<file path="src/rtl/iqf_pkg.sv">
package iqf_pkg;
   typedef enum logic {
      SRC_SERIAL = 1'b0,
      SRC_HOST   = 1'b1
   } src_e;

   localparam logic HOST_REG_I = 1'b0;
   localparam logic HOST_REG_Q = 1'b1;
endpackage

</file>
<file path="src/rtl/iqf_src_sel.sv">
module iqf_src_sel #(
   parameter int DW = 16
) (
   input  logic          clk,
   input  logic          rst_n,
   input  logic          clr,
   input  logic          src_par,
   input  logic          ser_push,
   input  logic [DW-1:0] ser_i,
   input  logic [DW-1:0] ser_q,
   input  logic          host_wr,
   input  logic          host_addr,
   input  logic [DW-1:0] host_data,
   output logic          push,
   output logic [DW-1:0] push_i,
   output logic [DW-1:0] push_q
);
   import iqf_pkg::*;

   logic [DW-1:0] q_hold;
   logic          host_sel;

   assign host_sel = (src_e'(src_par) == SRC_HOST);

   always_ff @(posedge clk or negedge rst_n) begin
      if (!rst_n) begin
         q_hold <= '0;
      end else if (clr) begin
         q_hold <= '0;
      end else if (host_sel && host_wr && host_addr == HOST_REG_Q) begin
         q_hold <= host_data;
      end
   end

   always_comb begin
      if (host_sel) begin
         push   = host_wr && (host_addr == HOST_REG_I);
         push_i = host_data;
         push_q = q_hold;
      end else begin
         push   = ser_push;
         push_i = ser_i;
         push_q = ser_q;
      end
   end
endmodule

</file>
<file path="src/rtl/iqf_store.sv">
module iqf_store #(
   parameter int DW    = 16,
   parameter int DEPTH = 7,
   parameter int CW    = $clog2(DEPTH + 1)
) (
   input  logic          clk,
   input  logic          rst_n,
   input  logic          clr,
   input  logic          push,
   input  logic          rd_req,
   input  logic [DW-1:0] push_i,
   input  logic [DW-1:0] push_q,
   output logic [CW-1:0] lvl,
   output logic          pop,
   output logic          err,
   output logic [DW-1:0] head_i,
   output logic [DW-1:0] head_q,
   output logic [DW-1:0] last_i,
   output logic [DW-1:0] last_q
);
   localparam logic [CW-1:0] FULL = CW'(DEPTH);
   localparam int            PW   = 2 * DW;

   logic [PW-1:0] ent [DEPTH];
   logic          accept;
   logic [PW-1:0] head;

   assign pop    = rd_req && (lvl != '0);
   assign err    = push && (lvl == FULL) && !pop;
   assign accept = push && !err;

   // Entry 0 always holds the newest pair; the oldest sits at index lvl-1.
   generate
      for (genvar k = 0; k < DEPTH; k++) begin : g_ent
         always_ff @(posedge clk or negedge rst_n) begin
            if (!rst_n) begin
               ent[k] <= '0;
            end else if (clr) begin
               ent[k] <= '0;
            end else if (accept) begin
               if (k == 0) ent[k] <= {push_i, push_q};
               else        ent[k] <= ent[(k == 0) ? 0 : k - 1];
            end
         end
      end
   endgenerate

   always_ff @(posedge clk or negedge rst_n) begin
      if (!rst_n) begin
         lvl <= '0;
      end else if (clr) begin
         lvl <= '0;
      end else if (accept && !pop) begin
         lvl <= lvl + 1'b1;
      end else if (pop && !accept) begin
         lvl <= lvl - 1'b1;
      end
   end

   always_comb begin
      head = '0;
      for (int k = 0; k < DEPTH; k++) begin
         if (lvl == CW'(k + 1)) head = ent[k];
      end
   end

   assign head_i = head[PW-1:DW];
   assign head_q = head[DW-1:0];
   assign last_i = ent[0][PW-1:DW];
   assign last_q = ent[0][DW-1:0];
endmodule

</file>
<file path="src/rtl/iqf_out.sv">
module iqf_out #(
   parameter int DW = 16
) (
   input  logic          clk,
   input  logic          rst_n,
   input  logic          clr,
   input  logic          rd_req,
   input  logic          pop,
   input  logic          online,
   input  logic [DW-1:0] head_i,
   input  logic [DW-1:0] head_q,
   output logic [DW-1:0] out_i,
   output logic [DW-1:0] out_q
);
   always_ff @(posedge clk or negedge rst_n) begin
      if (!rst_n) begin
         out_i <= '0;
         out_q <= '0;
      end else if (clr) begin
         out_i <= '0;
         out_q <= '0;
      end else if (rd_req) begin
         if (pop && online) begin
            out_i <= head_i;
            out_q <= head_q;
         end else begin
            out_i <= '0;
            out_q <= '0;
         end
      end
   end
endmodule

</file>
<file path="src/rtl/iq_sample_fifo.sv">
module iq_sample_fifo #(
   parameter int DW    = 16,
   parameter int DEPTH = 7,
   parameter int TW    = 3
) (
   input  logic          clk,
   input  logic          rst_n,
   input  logic          src_par,
   input  logic          ser_push,
   input  logic [DW-1:0] ser_i,
   input  logic [DW-1:0] ser_q,
   input  logic          host_wr,
   input  logic          host_addr,
   input  logic [DW-1:0] host_data,
   input  logic          online,
   input  logic          full_rst_dis,
   input  logic [TW-1:0] depth_thr,
   input  logic          rd_req,
   output logic [DW-1:0] out_i,
   output logic [DW-1:0] out_q,
   output logic          ready,
   output logic          soft_rst,
   output logic [DW-1:0] last_i,
   output logic [DW-1:0] last_q
);
   localparam int CW = $clog2(DEPTH + 1);

   generate
      if (DEPTH < 2) begin : g_bad_depth
         $error("iq_sample_fifo: DEPTH must be at least 2");
      end
      if (TW < CW) begin : g_bad_thr
         $error("iq_sample_fifo: threshold narrower than the fill level");
      end
      if (DW < 1) begin : g_bad_dw
         $error("iq_sample_fifo: DW must be positive");
      end
   endgenerate

   logic          push;
   logic [DW-1:0] push_i, push_q;
   logic [CW-1:0] fill_lvl;
   logic          pop, err, clr;
   logic [DW-1:0] head_i, head_q;

   assign clr = err && !full_rst_dis;

   iqf_src_sel #(.DW(DW)) u_src (
      .clk(clk), .rst_n(rst_n), .clr(clr), .src_par(src_par),
      .ser_push(ser_push), .ser_i(ser_i), .ser_q(ser_q),
      .host_wr(host_wr), .host_addr(host_addr), .host_data(host_data),
      .push(push), .push_i(push_i), .push_q(push_q)
   );

   iqf_store #(.DW(DW), .DEPTH(DEPTH), .CW(CW)) u_store (
      .clk(clk), .rst_n(rst_n), .clr(clr), .push(push), .rd_req(rd_req),
      .push_i(push_i), .push_q(push_q), .lvl(fill_lvl), .pop(pop), .err(err),
      .head_i(head_i), .head_q(head_q), .last_i(last_i), .last_q(last_q)
   );

   iqf_out #(.DW(DW)) u_out (
      .clk(clk), .rst_n(rst_n), .clr(clr), .rd_req(rd_req), .pop(pop),
      .online(online), .head_i(head_i), .head_q(head_q),
      .out_i(out_i), .out_q(out_q)
   );

   always_ff @(posedge clk or negedge rst_n) begin
      if (!rst_n) soft_rst <= 1'b0;
      else        soft_rst <= clr;
   end

   assign ready = TW'(fill_lvl) < depth_thr;
endmodule

</file>
<file path="config.mk">
export PLATFORM = sky130hd
export DESIGN_NAME = iq_sample_fifo
export DESIGN_NICKNAME = d
export VERILOG_FILES = /design/src/rtl/iqf_pkg.sv /design/src/rtl/iqf_src_sel.sv /design/src/rtl/iqf_store.sv /design/src/rtl/iqf_out.sv /design/src/rtl/iq_sample_fifo.sv
export SDC_FILE = /design/constraint.sdc
export NUM_CORES = 1
export LEC_CHECK = 0
export ABC_AREA = 1
export BUFFER_PORTS_ARGS = -buffer_cell sky130_fd_sc_hd__buf_4
export CELL_PAD_IN_SITES_DETAIL_PLACEMENT = 1
export CELL_PAD_IN_SITES_GLOBAL_PLACEMENT = 1
export CORE_MARGIN = 4
export CORE_UTILIZATION = 35
export CTS_BUF_LIST = sky130_fd_sc_hd__clkbuf_16
export DETAILED_ROUTE_END_ITERATION = 10
export PLACE_DENSITY_LB_ADDON = 0.1
export SYNTH_ARGS = -nofsm -noshare
export SYNTH_HDL_FRONTEND = slang
export SYNTH_SLANG_ARGS = --single-unit
</file>
<file path="constraint.sdc">
create_clock -name clk -period 2.3 [get_ports clk]
set_input_delay 0.46 -clock clk [delete_from_list [all_inputs] [get_ports clk]]
set_output_delay 0.46 -clock clk [all_outputs]
set_load 0.05 [all_outputs]
</file>
[Yosys cells after proc, flatten, opt, wreduce, memory -nomap -nowiden]
Cells that the tools add are included.
Storage, ports and cells
  bits in registers: 276
  output and inout port bits: 66
  word-level logic and storage cells: 78
Operators by class
  $add $sub $neg: 2
  order comparisons: 1
  equal/unequal tests: 7
  multiplexer cells: 35
  bitwise operators: 1
  reductions and logical operators: 20
Operators by type and width (number)
  $mux 32: 21
  $mux 16: 10
  $eq 3x3->1 const B: 4
  $logic_and 1x1->1: 11
  $mux 3: 3
  $eq 3x2->1 const B: 2
  $reduce_bool 2->1: 3
  $reduce_bool 3->1: 2
  $logic_not 1->1: 4
  $add 3x1->3 const B: 1
  $eq 3x1->1 const B: 1
  $lt 3x3->1: 1
  $sub 3x1->3 const B: 1
  $mux 1: 1
  $not 1->1: 1

[Logic depth before layout (Yosys ltp)]
Gate-level depths: netlist of run 1.
  word-level depth: 12
  mapped depth: 14

[Cells and area by module]
A second synthesis of run 1 with hierarchy kept.
Unflattened totals
  cells, all modules: 1887
  area, all modules: 14526.4 um^2
By module, submodules not included
  iqf_store: times used 1, cells each 1530, area each 11957.7 um^2, sequential area each 5680.4 um^2
  iqf_out: times used 1, cells each 148, area each 1297.5 um^2, sequential area each 800.8 um^2
  iqf_src_sel: times used 1, cells each 194, area each 1171.1 um^2, sequential area each 400.4 um^2
  iq_sample_fifo: times used 1, cells each 15, area each 100.1 um^2, sequential area each 25.0 um^2

[Worst setup path after synthesis of run 1]
OpenSTA, ideal clock, no wires.
  path kind: input to output
  from: input depth_thr[1]
  to: output ready
  arrival time: 1.685 ns
  setup slack: 0.155 ns
  cell stages on the path: 4
  path buffers: 0
  path through: inv_1 ha_1 a21o_1 a21oi_1
Between the ends
  word-level cells in the longest chain between the ends: 1
RTL lines
  start, declared: line iq_sample_fifo.sv:17  | input logic [TW-1:0] depth_thr,
  $lt 3x3->1: line iq_sample_fifo.sv:72  | assign ready = TW'(fill_lvl) < depth_thr;
  end, declared: line iq_sample_fifo.sv:21  | output logic ready,
No other way between the ends.

[Final worst setup path of run 1]
  from: register u_store.lvl[1]
  to: output ready
Between the ends
  word-level cells in the longest chain between the ends: 1
RTL lines
  start, declared: line iqf_store.sv:13  | output logic [CW-1:0] lvl,
  start signal, assigned: line iqf_store.sv:54  | lvl <= lvl + 1'b1;
  start signal, assigned: line iqf_store.sv:56  | lvl <= lvl - 1'b1;
  $lt 3x3->1: line iq_sample_fifo.sv:72
No other way between the ends.

==> impl_metrics.py, run 1 <==
metrics = {
    "run_status": {
        "status": "completed",
    },
    "synthesis": {
        "syn_area_um2": 13210,
        "synthesis.nets": 1617,
        "synth_top_cell_area_share": 0.5230,
        "synthTopCellsByArea": "dfrtp_1, o22ai_1, inv_1",
        "avgSynthCellArea_um2": 8.530,
        "yosysTopAreaCell": "dfrtp_1",
        "synthAdderAreaFrac": 0.008528,
        "synth_seq_area_share": 0.5230,
        "synthMuxAreaShare": 0.02426,
        "yosysWarnings": 0,
        "ys_types": 23,
        "synth-seq-cells": 276,
        "synth_compound_gate_area_share": 0.1769,
        "synthSimpleGateAreaFrac": 0.1151,
        "yosys.area_share.xor_xnor": 0.0006633,
        "synth_cells": 1548,
        "synth_top_family_by_area": "compound AO/OA/AOI/OAI gates",
    },
    "die": {
        "die_y_um": 202.2,
        "row_count": 70,
        "io_pins": 126,
        "initial_core_util": 0.3581,
        "core-area_um2": 36870,
        "die_w_um": 202.2,
        "dieArea_um2": 40900,
    },
    "placed_design": {
        "port_buffers": 125,
        "dp_cells": 2089,
        "gp_congestion": 0.8189,
        "dp_hpwl_um": 28730,
    },
    "sta": {
        "tightest_slew_ps": 559.1,
        "period_share": 0.9732,
        "relSlewSlack": 0.6273,
        "fin_worst_skew_ps": 18.90,
        "fin_crit_ps": 2238,
        "drv_slew": 0,
        "clock.fmax_ghz": 0.4468,
        "finalSetupTns_ps": 0,
        "finalSetupViolations": 0,
        "finalHoldViolations": 0,
    },
    "detailed_routing": {
        "via_count": 11152,
        "ant_nets": 0,
        "first_iter_violations": 571,
        "drc": 0,
        "dr.pass1.iters": 5,
        "vias_per_cell": 5.168,
        "routed_wl_um": 44520,
        "post_drt_wl_per_cell_um": 20.63,
    },
    "setup_path": {
        "reg2reg_slack_ps": 80,
        "crit_type": "reg2out",
        "r2r_end": "u_store.last_q[5]",
        "r2r-start": "u_store.lvl[1]",
        "rr_worst_depth": 11,
        "path_cells": "ha_1, a21o_1, a21oi_1, buf_4",
        "critical_path_arrival_ps": 1780,
        "critPathSlowestCell": "dfrtp_2",
        "start_kind": "flop",
        "end_kind": "output pin",
        "crit_path_start": "u_store.lvl[1]",
        "required_ps": 1840,
        "cpPeakStageDelay_ps": 460,
        "cp_max_fo": 3,
    },
    "cells_and_area": {
        "instances_no_fill": 2158,
        "layout_commonest_cell": "inv_1",
        "drive_gt1_frac": 0.1469,
        "nets": 1701,
        "syn2layout_area_growth_pct": 19.99,
        "final_cell_mix": "inv_1, dfrtp_1, nand2_1, o22ai_1, buf_4",
        "n_antenna_cell": 0,
    },
    "clock_tree": {
        "clk_path_buf_depth": 3,
        "numCtsBuffers": 34,
        "clock-sinks": 276,
        "clockRootBuffer": "clkbuf_16",
        "clk_pin_slew_ps": 60,
        "htree_levels": 2,
        "cts_tree": "yes",
        "clock_latency_ps": 520,
    },
    "global_route": {
        "grt_max_degree": 92,
        "grt_pass1_wl_um": 69770,
        "grt_pass1_vias": 11989,
        "grt_use_total": 0.2124,
        "antenna_found_initial": 0,
        "gr-total-overflow": 0,
    },
    "power": {
        "leakage_nw": 7.946,
        "total_power_mw": 22.81,
        "power_density_nw_per_um2": 1439,
        "irDropWorstVdd_uv": 606.0,
    },
    "worst_hold_path": {
        "holdPathStages": 3,
        "hold_path_class": "in2reg",
        "hold_end": "u_src.q_hold[6]",
        "holdCritStartpoint": "host_data[6]",
    },
    "run": {
        "maxCapViolCount": 0,
    },
}
sequential cells by signal, summed over array words and instances (netlist names):
name	cells
u_out.out_q	16
u_store.last_i	16
u_out.out_i	16
u_src.q_hold	16
u_store.last_q	16
u_store.lvl	3
u_store.ent	192
soft_rst	1
worst max-delay path, delay by kind of cell (launching register included):
family,cells,cell delay [ps]
compound gates,2,290
flops,1,460
buf+inv,1,210
fa+ha+maj,1,290
Yosys cell counts (all sizes together):
master,number
a21o,1
a21oi,98
buf,82
clkbuf,60
dfrtp,276
ha,9
inv,320
mux2i,32
nand2,239
nand3,117
nand4,3
nor2,2
o21ai,83
o22ai,225
xor2,1
cells by family after synthesis:
family | after synthesis
DFF | 276
AOI/OAI and AO/OA | 407
and+or+nand+nor | 361
adders and majority gates | 9
muxes | 32
buffers and inverters | 462
xor gates and xnor gates | 1
power breakdown:
| group | internal (mW) | switching (mW) | total [mW] | leakage, nW |
|---|---|---|---|---|
| registers | 6.77 | 0.826 | 7.59 | 3.59 |
| logic | 3.24 | 7.00 | 10.2 | 3.83 |
| clock network | 2.87 | 2.11 | 4.98 | 0.533 |
| total | 12.9 | 9.93 | 22.8 | 7.95 |
repair_timing:
action / CTS / global route
pin swaps: 0 / 2
resized for setup: 1 / 8
gates cloned: 0 / 5
endpoints found under the setup margin: 1 / 144
hold buffers: 1 / 0
hold endpoints to repair: 50 / 0
buffers inserted: 1 / 5
per-stage QoR:
| step | setup slack, ps | cell area, µm² | hold WS (ps) | utilization |
|---|---|---|---|---|
| global placement | 253.7 | 14640 | 454.2 | 0.3972 |
| detailed placement | 188.3 | 14640 | 458.3 | 0.3972 |
| global route | -24.75 | 15850 | 204.9 | 0.4297 |
| finish | 61.75 | 15850 | 198.6 | 0.4297 |
| floorplan | 154.6 | 13210 | 164.4 | - |
| CTS | 19.22 | 15670 | 183.9 | 0.4250 |
how the worst max path moves through the flow:
stage | end | slack (ps) | depth (start not counted)
floorplan | ready | 150 | 4
global placement | u_store.last_i[3] | 250 | 7
detailed placement | u_store.last_i[12] | 190 | 7
CTS | ready | 20 | 4
global route | u_store.ent[5] | -20 | 11
finish | ready | 60 | 4
final cells by class:
class	count	area, µm²
clock buffers	37	925.9
clock inverters	21	90.09
fillers	4358	21030
inverters	320	1201
multi-input cells	812	4348
flip-flops and latches	276	6908
well taps	504	630.6
repair buffers	188	1742
metal layers:
layer | GRT usage | share of wire | up-vias
met5 | 0 | 0 | -
met4 | 0.04413 | 0.017 | 0
met3 | 0.02984 | 0.032 | 48
met2 | 0.3747 | 0.52 | 168
met1 | 0.2800 | 0.44 | 5727
li1 | - | - | 5209
No activity file was read; power rests on OpenSTA's default activity.
==> run 2: changes to the inputs <==
==> constraint.sdc (replaced) <==
create_clock -name clk -period 2.45 [get_ports clk]
set_input_delay 0.49 -clock clk [delete_from_list [all_inputs] [get_ports clk]]
set_output_delay 0.49 -clock clk [all_outputs]
set_load 0.05 [all_outputs]
==> impl_metrics.py, run 2 (synthesized netlist as in run 1, its figures left out) <==
metrics = {
    "setup_path": {
        "cp_max_fo": 7,
        "start_kind": "flop",
        "required_ps": 1960,
        "end_kind": "output pin",
        "crit_type": "reg2out",
        "critical_path_arrival_ps": 1840,
    },
    "sta": {
        "fin_crit_ps": 2334,
        "tightest_slew_ps": 678.6,
        "drv_slew": 0,
        "rsz0062_at_grt": "no",
        "finalHoldViolations": 0,
        "fin_worst_skew_ps": 12.25,
        "relSlewSlack": 0.5476,
        "fin_ws_ps": 115.6,
        "finalSetupViolations": 0,
        "period_share": 0.9528,
        "finalSetupTns_ps": 0,
        "clock.fmax_ghz": 0.4284,
    },
    "cells_and_area": {
        "largest_reg_flops": 192,
        "drive_gt1_frac": 0.1448,
        "largest-register": "u_store.ent",
        "multi_input_area_um2": 4317,
        "n_antenna_cell": 0,
        "fill_cells": 4338,
        "nets": 1696,
        "syn2layout_area_growth_pct": 18.61,
        "final_cell_mix": "inv_1, dfrtp_1, nand2_1, o22ai_1, buf_4",
        "register_area_um2": 6907,
        "layout_commonest_cell": "inv_1",
    },
    "clock_tree": {
        "cts_tree": "yes",
        "htree_levels": 2,
        "clk_path_buf_depth": 3,
        "ctsResizeCount": 0,
        "clock_latency_ps": 520,
        "clockRootBuffer": "clkbuf_16",
        "numCtsBuffers": 34,
        "clk_pin_slew_ps": 60,
        "clock-sinks": 276,
        "postCtsSetupBuffers": 0,
    },
    "placed_design": {
        "dp_slack_ps": 209.9,
        "port_buffers": 125,
        "dp_hpwl_um": 29160,
        "gp_congestion": 0.8004,
    },
    "global_route": {
        "gr-total-overflow": 0,
        "grt_pass1_vias": 11867,
        "use_met1": 0.2784,
        "grt_use_total": 0.2107,
        "antenna_found_initial": 0,
        "grt_max_degree": 78,
        "top_usage_layer": "met2",
        "grt_pass1_wl_um": 68910,
        "grt_util_met3": 0.02647,
        "globalRouteMet2Util": 0.3728,
    },
    "power": {
        "leakage_nw": 7.869,
        "power_density_nw_per_um2": 1350,
        "irDropWorstVdd_uv": 808.2,
    },
    "detailed_routing": {
        "ant_nets": 0,
        "drc": 0,
        "first_iter_violations": 538,
        "post_drt_wl_per_cell_um": 20.01,
        "dr.pass1.iters": 5,
        "vias_per_cell": 5.114,
        "routed_wl_um": 43110,
        "via_count": 11016,
    },
    "die": {
        "row_count": 70,
        "io_pins": 126,
        "dieArea_um2": 40900,
        "core-area_um2": 36870,
        "initial_core_util": 0.3581,
        "die_y_um": 202.2,
        "die_w_um": 202.2,
    },
    "worst_hold_path": {
        "hold_path_class": "in2reg",
    },
    "run": {
        "maxCapViolCount": 0,
    },
    "run_status": {
        "status": "completed",
    },
}
[run 2: critical path: stages (launching register included)]
cell,delay (ps)
dfrtp_1,480
buf_4,210
ha_1,270
a21oi_1,150
buf_4,210
[run 2: power breakdown]
part / switching (mW) / internal (mW) / total (mW)
sequential: 0.797 / 6.35 / 7.15
combinational: 6.43 / 2.92 / 9.35
clock: 1.97 / 2.68 / 4.65
[run 2: through the flow]
stage                       util  total power, mW  std cells  hold slack, ps  area [µm²]
after floorplan                -            13.50       1548           194.4       13210
after global placement    0.3972            16.42       2094           470.5       14640
after detailed placement  0.3972            16.64       2094           473.6       14640
after CTS                 0.4248            21.43       2154           213.0       15660
after global routing      0.4248            22.78       2154           220.2       15660
final                     0.4248            21.15       2154           234.8       15660
[run 2: per-layer routing]
layer	wire length (µm)	share of wire
met3	1170	0.027
met1	19360	0.45
met4	799	0.019
met2	21770	0.51
met5	0	0
[run 2: final cells by class]
cell class | instances | share of cell area
clock buffers | 35 | 0.05592
clock inverters | 24 | 0.008468
inverters | 320 | 0.07669
multi-input cells | 810 | 0.2756
flip-flops and latches | 276 | 0.4410
well taps | 504 | 0.04026
repair buffers | 185 | 0.1021
[run 2: path summary, 6_finish.rpt]
check / start / end / slack [ps] / depth (start not counted)
worst max-delay path: u_store.lvl[2] / ready / 120 / 4
worst min-delay path: host_data[5] / u_src.q_hold[5] / 230 / 3
worst max register to register: u_store.lvl[0] / u_out.out_q[10] / 150 / 11
worst min register to register: u_out.out_i[7] / u_out.out_i[7] / 480 / 2
max in group asynchronous: rst_n / u_store.ent[53] / 1110 / 3
min in group asynchronous: rst_n / u_store.ent[75] / 550 / 2
[run 2: what timing repair did]
| item | CTS | global route |
|---|---|---|
| setup endpoints to repair | 0 | 0 |
| hold endpoints to repair | 7 | 0 |
| hold buffers | 1 | 0 |
==> run 3: changes to the inputs <==
--- a/config.mk
+++ b/config.mk
@@ -6,7 +6,7 @@
 export NUM_CORES = 1
 export LEC_CHECK = 0
 export ABC_AREA = 1
-export BUFFER_PORTS_ARGS = -buffer_cell sky130_fd_sc_hd__buf_4
+export BUFFER_PORTS_ARGS = -buffer_cell sky130_fd_sc_hd__buf_2
 export CELL_PAD_IN_SITES_DETAIL_PLACEMENT = 1
 export CELL_PAD_IN_SITES_GLOBAL_PLACEMENT = 1
 export CORE_MARGIN = 4
==> impl_metrics.py, run 3 (synthesized netlist as in run 1, its figures left out) <==
metrics = {
    "worst_hold_path": {
        "hold_path_class": "in2reg",
        "holdPathStages": 3,
    },
    "power": {
        "power_density_nw_per_um2": 1372,
        "leakage_nw": 7.787,
        "irDropWorstVdd_uv": 702.3,
    },
    "setup_path": {
        "cpPeakStageDelay_ps": 420,
        "required_ps": 1960,
        "crit_type": "reg2out",
        "end_kind": "output pin",
        "critPathSlowestCell": "dfrtp_1",
        "cp_max_fo": 4,
        "critical_path_arrival_ps": 1880,
        "path_cells": "ha_1, a21o_1, a21oi_1, buf_2",
        "start_kind": "flop",
        "rr_worst_depth": 9,
    },
    "clock_tree": {
        "htree_levels": 2,
        "clock-sinks": 276,
        "clockRootBuffer": "clkbuf_16",
        "clk_path_buf_depth": 3,
        "cts_tree": "yes",
        "clk_pin_slew_ps": 60,
        "clock_latency_ps": 520,
        "postCtsSetupBuffers": 0,
        "numCtsBuffers": 35,
    },
    "die": {
        "row_count": 70,
        "core-area_um2": 36870,
        "initial_core_util": 0.3581,
        "dieArea_um2": 40900,
        "die_w_um": 202.2,
        "die_y_um": 202.2,
        "io_pins": 126,
    },
    "detailed_routing": {
        "vias_per_cell": 5.138,
        "drc": 0,
        "first_iter_violations": 457,
        "dr.pass1.iters": 5,
        "post_drt_wl_per_cell_um": 20.04,
        "routed_wl_um": 43100,
        "ant_nets": 0,
        "via_count": 11052,
    },
    "placed_design": {
        "post_dp_cell_area_um2": 14290,
        "dp_slack_ps": 208.3,
        "dp_hpwl_um": 28660,
        "gp_congestion": 0.8058,
        "port_buffers": 125,
    },
    "sta": {
        "worst_hold_slack_ps": 226.0,
        "finalSetupViolations": 0,
        "fin_worst_skew_ps": 18.51,
        "period_share": 0.9680,
        "fin_ws_ps": 78.37,
        "clock.fmax_ghz": 0.4217,
        "relSlewSlack": 0.6159,
        "finalHoldViolations": 0,
        "drv_slew": 0,
        "fin_crit_ps": 2372,
        "tightest_slew_ps": 560.1,
        "finalSetupTns_ps": 0,
        "rsz0062_at_grt": "no",
    },
    "global_route": {
        "grt_max_degree": 93,
        "grt_pass1_wl_um": 68860,
        "antenna_found_initial": 3,
        "grt_pass1_vias": 11876,
        "gr-total-overflow": 0,
        "grt_use_total": 0.2101,
    },
    "cells_and_area": {
        "stdcell_area_um2": 15370,
        "largest-register": "u_store.ent",
        "nets": 1691,
        "final_cell_mix": "inv_1, dfrtp_1, nand2_1, o22ai_1, buf_2",
        "syn2layout_area_growth_pct": 16.42,
        "drive_gt1_frac": 0.1405,
        "largest_reg_flops": 192,
        "layout_commonest_cell": "inv_1",
    },
    "run": {
        "maxCapViolCount": 0,
    },
    "run_status": {
        "status": "completed",
    },
}
[run 3: changes by cell type in the layout (fill, tap and decap cells not counted), sizes merged]
cell	delta
buf	-6
bufinv	+1
clkbuf	+2
clkinv	-1
diode	+3
inv	-2
[run 3: power breakdown]
| part | switching (mW) | internal (mW) | leakage, nW |
|---|---|---|---|
| Sequential | 0.752 | 6.35 | 3.59 |
| Combinational | 6.46 | 2.65 | 3.65 |
| Clock | 1.98 | 2.91 | 0.550 |
| Total | 9.19 | 11.9 | 7.79 |
[run 3: path summary, 6_finish.rpt]
kind / start / slack, ps / end
max: u_store.lvl[1] / 80 / ready
min: host_data[12] / 230 / u_src.q_hold[12]
max reg2reg: u_store.lvl[0] / 220 / u_store.last_i[0]
min reg2reg: u_out.out_q[6] / 470 / u_out.out_q[6]
max in group asynchronous: rst_n / 1260 / u_store.ent[17]
min in group asynchronous: rst_n / 470 / u_store.ent[72]
[run 3: critical path: cells and delay by family (launching register included)]
family | cells | cell delay [ps]
adders and majority gates | 1 | 290
AOI/OAI and AO/OA | 2 | 370
DFF | 1 | 420
buffers and inverters | 1 | 270
[run 3: cell type report]
type	count	area, µm²
diodes	3	7.507
multi-input cells	810	4317
repair buffers	179	1244
fillers	4370	21500
clock inverters	22	141.4
inverters	320	1201
well taps	504	630.6
flip-flops and latches	276	6907
clock buffers	37	925.9
[run 3: metrics by stage]
step	power, mW	std cells	utilization
2_1_floorplan	13.50	1548	-
3_3_place_gp	16.13	2088	0.3875
3_5_place_dp	16.35	2088	0.3875
4_1_cts	21.40	2148	0.4167
5_1_grt	22.73	2151	0.4169
6_report	21.09	2151	0.4169
[run 3: layer usage]
layer	vias to the layer above	track usage	routed length [µm]
met2	168	0.3618	21440
met1	5626	0.2754	19070
met5	-	0	0
met3	64	0.03032	1483
li1	5194	-	-
met4	0	0.06402	1104
[run 3: repair_timing]
| item | CTS | global route |
|---|---|---|
| endpoints found under the hold margin | 36 | 0 |
| hold buffers | 1 | 0 |
| resized for setup | 0 | 0 |
